`config.mk`:
```
export PLATFORM = sky130hd
export DESIGN_NAME = ld_result_shaper
export DESIGN_NICKNAME = d
export VERILOG_FILES = /design/src/rtl/ldfmt_pkg.sv /design/src/rtl/ldfmt_lane_extract.sv /design/src/rtl/ldfmt_pc_target.sv /design/src/rtl/ld_result_shaper.sv
export SDC_FILE = /design/constraint.sdc
export NUM_CORES = 1
export LEC_CHECK = 0
export ABC_AREA = 0
export CAP_MARGIN = 20
export CORE_MARGIN = 2
export CORE_UTILIZATION = 55
export DETAILED_ROUTE_END_ITERATION = 8
export DONT_BUFFER_PORTS = 1
export PLACE_DENSITY = 0.67
export SYNTH_ARGS = -nofsm -noshare
export SYNTH_HDL_FRONTEND = slang
export SYNTH_SLANG_ARGS = --single-unit
```
`constraint.sdc`:
```
create_clock -name clk -period 1.58 [get_ports clk]
set_input_delay 0.158 -clock clk [delete_from_list [all_inputs] [get_ports clk]]
set_output_delay 0.158 -clock clk [all_outputs]
set_load 0.05 [all_outputs]
```
`src/rtl/ldfmt_pkg.sv`:
```
package ldfmt_pkg;

    typedef enum logic [1:0] {
        SZ_BYTE = 2'd0,
        SZ_HALF = 2'd1,
        SZ_WORD = 2'd2,
        SZ_RSVD = 2'd3
    } ld_size_e;

endpackage

```
`src/rtl/ldfmt_lane_extract.sv`:
```
module ldfmt_lane_extract #(
    parameter int XLEN = 32
) (
    input  logic [XLEN-1:0]              raw,
    input  ldfmt_pkg::ld_size_e          size,
    input  logic                         sext,
    input  logic [$clog2(XLEN/8)-1:0]    lane,
    output logic [XLEN-1:0]              value
);
    localparam int NB = XLEN / 8;
    localparam int NH = NB / 2;
    localparam int LW = $clog2(NB);

    logic [7:0]  byte_arr [NB];
    logic [15:0] half_arr [NH];
    logic [7:0]  b_sel;
    logic [15:0] h_sel;

    // Little-endian lane split: lane 0 holds the least significant bits.
    for (genvar i = 0; i < NB; i++) begin : g_byte
        assign byte_arr[i] = raw[8*i +: 8];
    end
    for (genvar j = 0; j < NH; j++) begin : g_half
        assign half_arr[j] = raw[16*j +: 16];
    end

    always_comb begin
        b_sel = byte_arr[lane];
        h_sel = half_arr[lane[LW-1:1]];
        case (size)
            ldfmt_pkg::SZ_BYTE: value = {{(XLEN-8){sext & b_sel[7]}}, b_sel};
            ldfmt_pkg::SZ_HALF: value = {{(XLEN-16){sext & h_sel[15]}}, h_sel};
            default:            value = raw;
        endcase
    end
endmodule

```
`src/rtl/ldfmt_pc_target.sv`:
```
module ldfmt_pc_target #(
    parameter int XLEN = 32
) (
    input  logic [XLEN-1:0] raw,
    input  logic            arch_new,
    output logic [XLEN-1:0] target,
    output logic            compact,
    output logic            misaligned
);
    always_comb begin
        target = {raw[XLEN-1:1], 1'b0};
        if (arch_new) begin
            // Newer rules: bit 0 carries the state, pattern 2'b10 is illegal.
            misaligned = (raw[1:0] == 2'b10);
            compact    = raw[0];
        end else begin
            // Older rules: the target must be word aligned, state never changes.
            misaligned = (raw[1:0] != 2'b00);
            compact    = 1'b0;
        end
    end
endmodule

```
`src/rtl/ld_result_shaper.sv`:
```
module ld_result_shaper #(
    parameter int XLEN = 32
) (
    input  logic                      clk,
    input  logic                      rst_n,
    input  logic                      ld_valid,
    input  logic [XLEN-1:0]           ld_data,
    input  logic [1:0]                ld_size,
    input  logic                      ld_signed,
    input  logic [$clog2(XLEN/8)-1:0] ld_addr_lo,
    input  logic                      ld_to_pc,
    input  logic                      arch_new,
    output logic [XLEN-1:0]           rd_data,
    output logic                      rd_we,
    output logic                      br_valid,
    output logic [XLEN-1:0]           br_target,
    output logic                      br_compact,
    output logic                      fault
);
    import ldfmt_pkg::*;

    typedef struct packed {
        logic [XLEN-1:0] rd;
        logic            we;
        logic            br;
        logic [XLEN-1:0] tgt;
        logic            compact;
        logic            fault;
    } out_t;

    out_t     out_d, out_q;
    ld_size_e size_e;

    logic [XLEN-1:0] ext_value;
    logic [XLEN-1:0] pc_tgt;
    logic            pc_compact;
    logic            pc_bad;

    assign size_e = ld_size_e'(ld_size);

    ldfmt_lane_extract #(.XLEN(XLEN)) u_lane (
        .raw   (ld_data),
        .size  (size_e),
        .sext  (ld_signed),
        .lane  (ld_addr_lo),
        .value (ext_value)
    );

    ldfmt_pc_target #(.XLEN(XLEN)) u_pct (
        .raw        (ld_data),
        .arch_new   (arch_new),
        .target     (pc_tgt),
        .compact    (pc_compact),
        .misaligned (pc_bad)
    );

    always_comb begin
        out_d = '0;
        if (ld_valid) begin
            if (size_e == SZ_RSVD) begin
                out_d.fault = 1'b1;
            end else if (ld_to_pc) begin
                if (size_e != SZ_WORD || pc_bad) begin
                    out_d.fault = 1'b1;
                end else begin
                    out_d.br      = 1'b1;
                    out_d.tgt     = pc_tgt;
                    out_d.compact = pc_compact;
                end
            end else begin
                out_d.we = 1'b1;
                out_d.rd = ext_value;
            end
        end
    end

    always_ff @(posedge clk) begin
        if (!rst_n) begin
            out_q <= '0;
        end else begin
            out_q <= out_d;
        end
    end

    assign rd_data    = out_q.rd;
    assign rd_we      = out_q.we;
    assign br_valid   = out_q.br;
    assign br_target  = out_q.tgt;
    assign br_compact = out_q.compact;
    assign fault      = out_q.fault;
endmodule

```
==> flow_metrics.tcl <==
set metrics [dict create \
    run_status "complete, no violations" \
    h-tree-depth 3 \
    clock_path_buffers 2 \
    p_per_area_mw_per_mm2 1130 \
    drv_cap 0 \
    data_required_time_of_the_worst_path_ns 1.81 \
    final-max-slew-violation-count 0 \
    netlist_instances 241 \
    synth.most_common_cell "dfxtp_1" \
    placeableCoreArea_mm2 0.00429 \
    layout_min_cycle_time_ns 1.55 \
    hold_violations 0 \
    timing.critical_path.slowest_cell_delay_ns 0.55 \
    rsz_0062_raised_after_global_routing "false" \
    synth-xor-area-share 0 \
    finalSetupViolations 0 \
    synth_enable_flop_cells 0 \
    report.power.total_mw 3.62 \
    routed-via-count 1989 \
    fin_tns_setup_ns 0 \
    floorplan.rows 24 \
    synth-adder-area-share 0 \
    drt-vias-per-instance 5.60 \
    ys_dominant_reg_cell "dfxtp_1" \
    grt_max_degree 55 \
    cts_root_buf "clkbuf_8" \
    worstPathArrival_ns 1.78 \
    post_cts_hold_buffer_count 54 \
    crit_slowest_cell "dlygate4sd3_1" \
    final-instance-count-excl-fill 355 \
    die_width_um 70.5 \
    setup.worst_path.start_class "input pin" \
    power.static_leakage_nw 1.37 \
    grt_use_total 0.273 \
    grt_antenna_before_repair 0 \
    setup_ws_ns 0.0306 \
    cts.sink_count 67 \
    die_h_um 70.5 \
    yosys.cell_types.count 36 \
    synth_top_cells_by_count "dfxtp_1 (67), nor3_1 (25), inv_1 (20), and2_1 (16)" \
    clk_pin_slew_ns 0.07 \
    dpl.cell_count 285 \
    cts_buffers 9 \
    first_global_vias 2037 \
    crit_fanout 11 \
    yosys_register_bits 67 \
    post_drt_wl_per_cell_um 18.3 \
    finalCritPeriodShare 0.981 \
    synth_top_cell_area_share 0.552 \
    synth.yosys.seq_area_share 0.552 \
    totalWireLength_mm 6.48 \
    max_slew.worst_pin.slew_ns 0.558 \
    synth_simple_gate_area_frac 0.179 \
    syn_area_per_cell_um2 10.1 \
    drt-pass1-iter-count 4 \
    area_growth_pct 32.0 \
    critPathCaptureType "flop" \
    share_of_synthesized_area_spent_on_multiplexers 0.0391 \
    path_class "in -> reg" \
    synth_area_mm2 0.00243 \
    min_path_type "in -> reg" \
    drc_viols 0 \
    cts_tree "built" \
    antenna_cells 0 \
    syn_nets 283 \
    drive_above_1_share 0.122 \
    synth_top_family_by_area "simple AND/OR/NAND/NOR gates" \
    synthDominantAreaCellType "dfxtp_1" \
    share_seq_of_total_power 0.506 \
    worst_setup_timing_slack_at_the_placement_stage_ns 0.241 \
    synth_compound_area_frac 0.160 \
    final_hpwl_from_detailed_placement_mm 4.07 \
    place.gp.congestion 0.775 \
    intPower_mw 2.78 \
    vdd_drop_max_uv 701 \
    combinationalPowerShare 0.083 \
    ant_nets 0 \
    start_util 0.566 \
    first_iter_violations 130 \
    ctsResizeCount 0 \
    final_nets 340 \
    design.die.area_mm2 0.00497 \
    maxSlewHeadroom 0.628 \
    io_pins 110 \
    synth_area_leaders "dfxtp_1 (55%), nor3_1 (5.1%), and2_1 (4.1%), a21oi_2 (3.6%), inv_1 (3.1%)" \
    clock_power_frac 0.411 \
    portBuffers 0 \
    achievable-frequency_mhz 645 \
    fin_util 0.747 \
    netSwitchingFraction 0.234 \
    p_sw_mw 0.847 \
    post-cts-setup-buffers 0 \
    synth_warnings 0 \
    global_route_wire_length_before_repair_mm 10.2 \
    timing.critical_path.cells "mux2_2, a21o_1, o21ai_4, buf_4, a21oi_2, dlygate4sd3_1" \
    async_reset_ff_frac 0 \
    grt.overflow.total 0 \
]
[stage by stage]
| stage | cell area (µm²) | hold slack (ns) |
|---|---|---|
| after global placement | 2470 | 0.241 |
| after detailed placement | 2470 | 0.243 |
| after global routing | 3210 | 0.0199 |
| after floorplan | 2430 | 0.274 |
| final | 3210 | 0.00981 |
| after CTS | 3210 | 0.000788 |
[power groups by stage]
stage | clock [mW] | combinational [mW] | sequential, mW
after floorplan | 0 | 0.193 | 1.87
after global placement | 0 | 0.191 | 1.87
after detailed placement | 0 | 0.195 | 1.87
after CTS | 1.50 | 0.295 | 1.84
after global routing | 1.58 | 0.326 | 1.84
final | 1.49 | 0.301 | 1.83
[flip-flops by register name, indices dropped and copies added (netlist names)]
name        count
br_compact      1
fault           1
br_target      31
rd_we           1
rd_data        32
br_valid        1
[placed cells by master, fill, tap and decap left out, types with 2 or more instances in the layout]
master	n
nand2_1	5
dfxtp_1	67
and3_1	7
a221oi_1	7
clkbuf_1	5
nor2b_1	8
o22ai_1	7
a21oi_2	10
buf_4	8
mux2i_1	7
a31oi_1	3
nor2_1	9
inv_1	20
clkbuf_8	9
and2_1	16
a21oi_1	10
bufinv_16	2
a22o_1	7
dlygate4sd3_1	54
nor3_1	25
[final cells by class]
class / instances / area [µm²]
sequential: 67 / 1340
fill: 310 / 1080
multi-input combinational: 137 / 921
timing repair buffer: 62 / 601
clock buffer: 14 / 143
inverter: 21 / 78.8
tap: 52 / 65.1
clock inverter: 2 / 60.1
[worst max-delay path: cells and delay by family]
kind | cells | cell delay (ns)
buffers and inverters | 2 | 0.77
multiplexers | 1 | 0.35
AO/OA/AOI/OAI | 3 | 0.49
[cell families after synthesis]
logic type,count (synthesis)
AO/OA/AOI/OAI,50
buffers and inverters,37
flip-flops,67
multiplexers,9
other,1
AND/OR/NAND/NOR,77
[metal layers]
metal / wire length (µm) / up-vias / track usage
li1: - / 941 / -
met3: 674 / 14 / 0.120
met1: 2500 / 931 / 0.310
met2: 3150 / 103 / 0.430
met4: 159 / 0 / 0.145
met5: 0 / - / 0
[path summary, 6_finish.rpt]
path	startpoint	end	slack [ns]	cells past startpoint
worst max-delay path	ld_addr_lo[1]	rd_data[23]$_SDFF_PP0_	0.03	6
worst min-delay path	ld_data[5]	rd_data[5]$_SDFF_PP0_	0.01	2
Note: power is estimated with default switching activity, not from simulation.
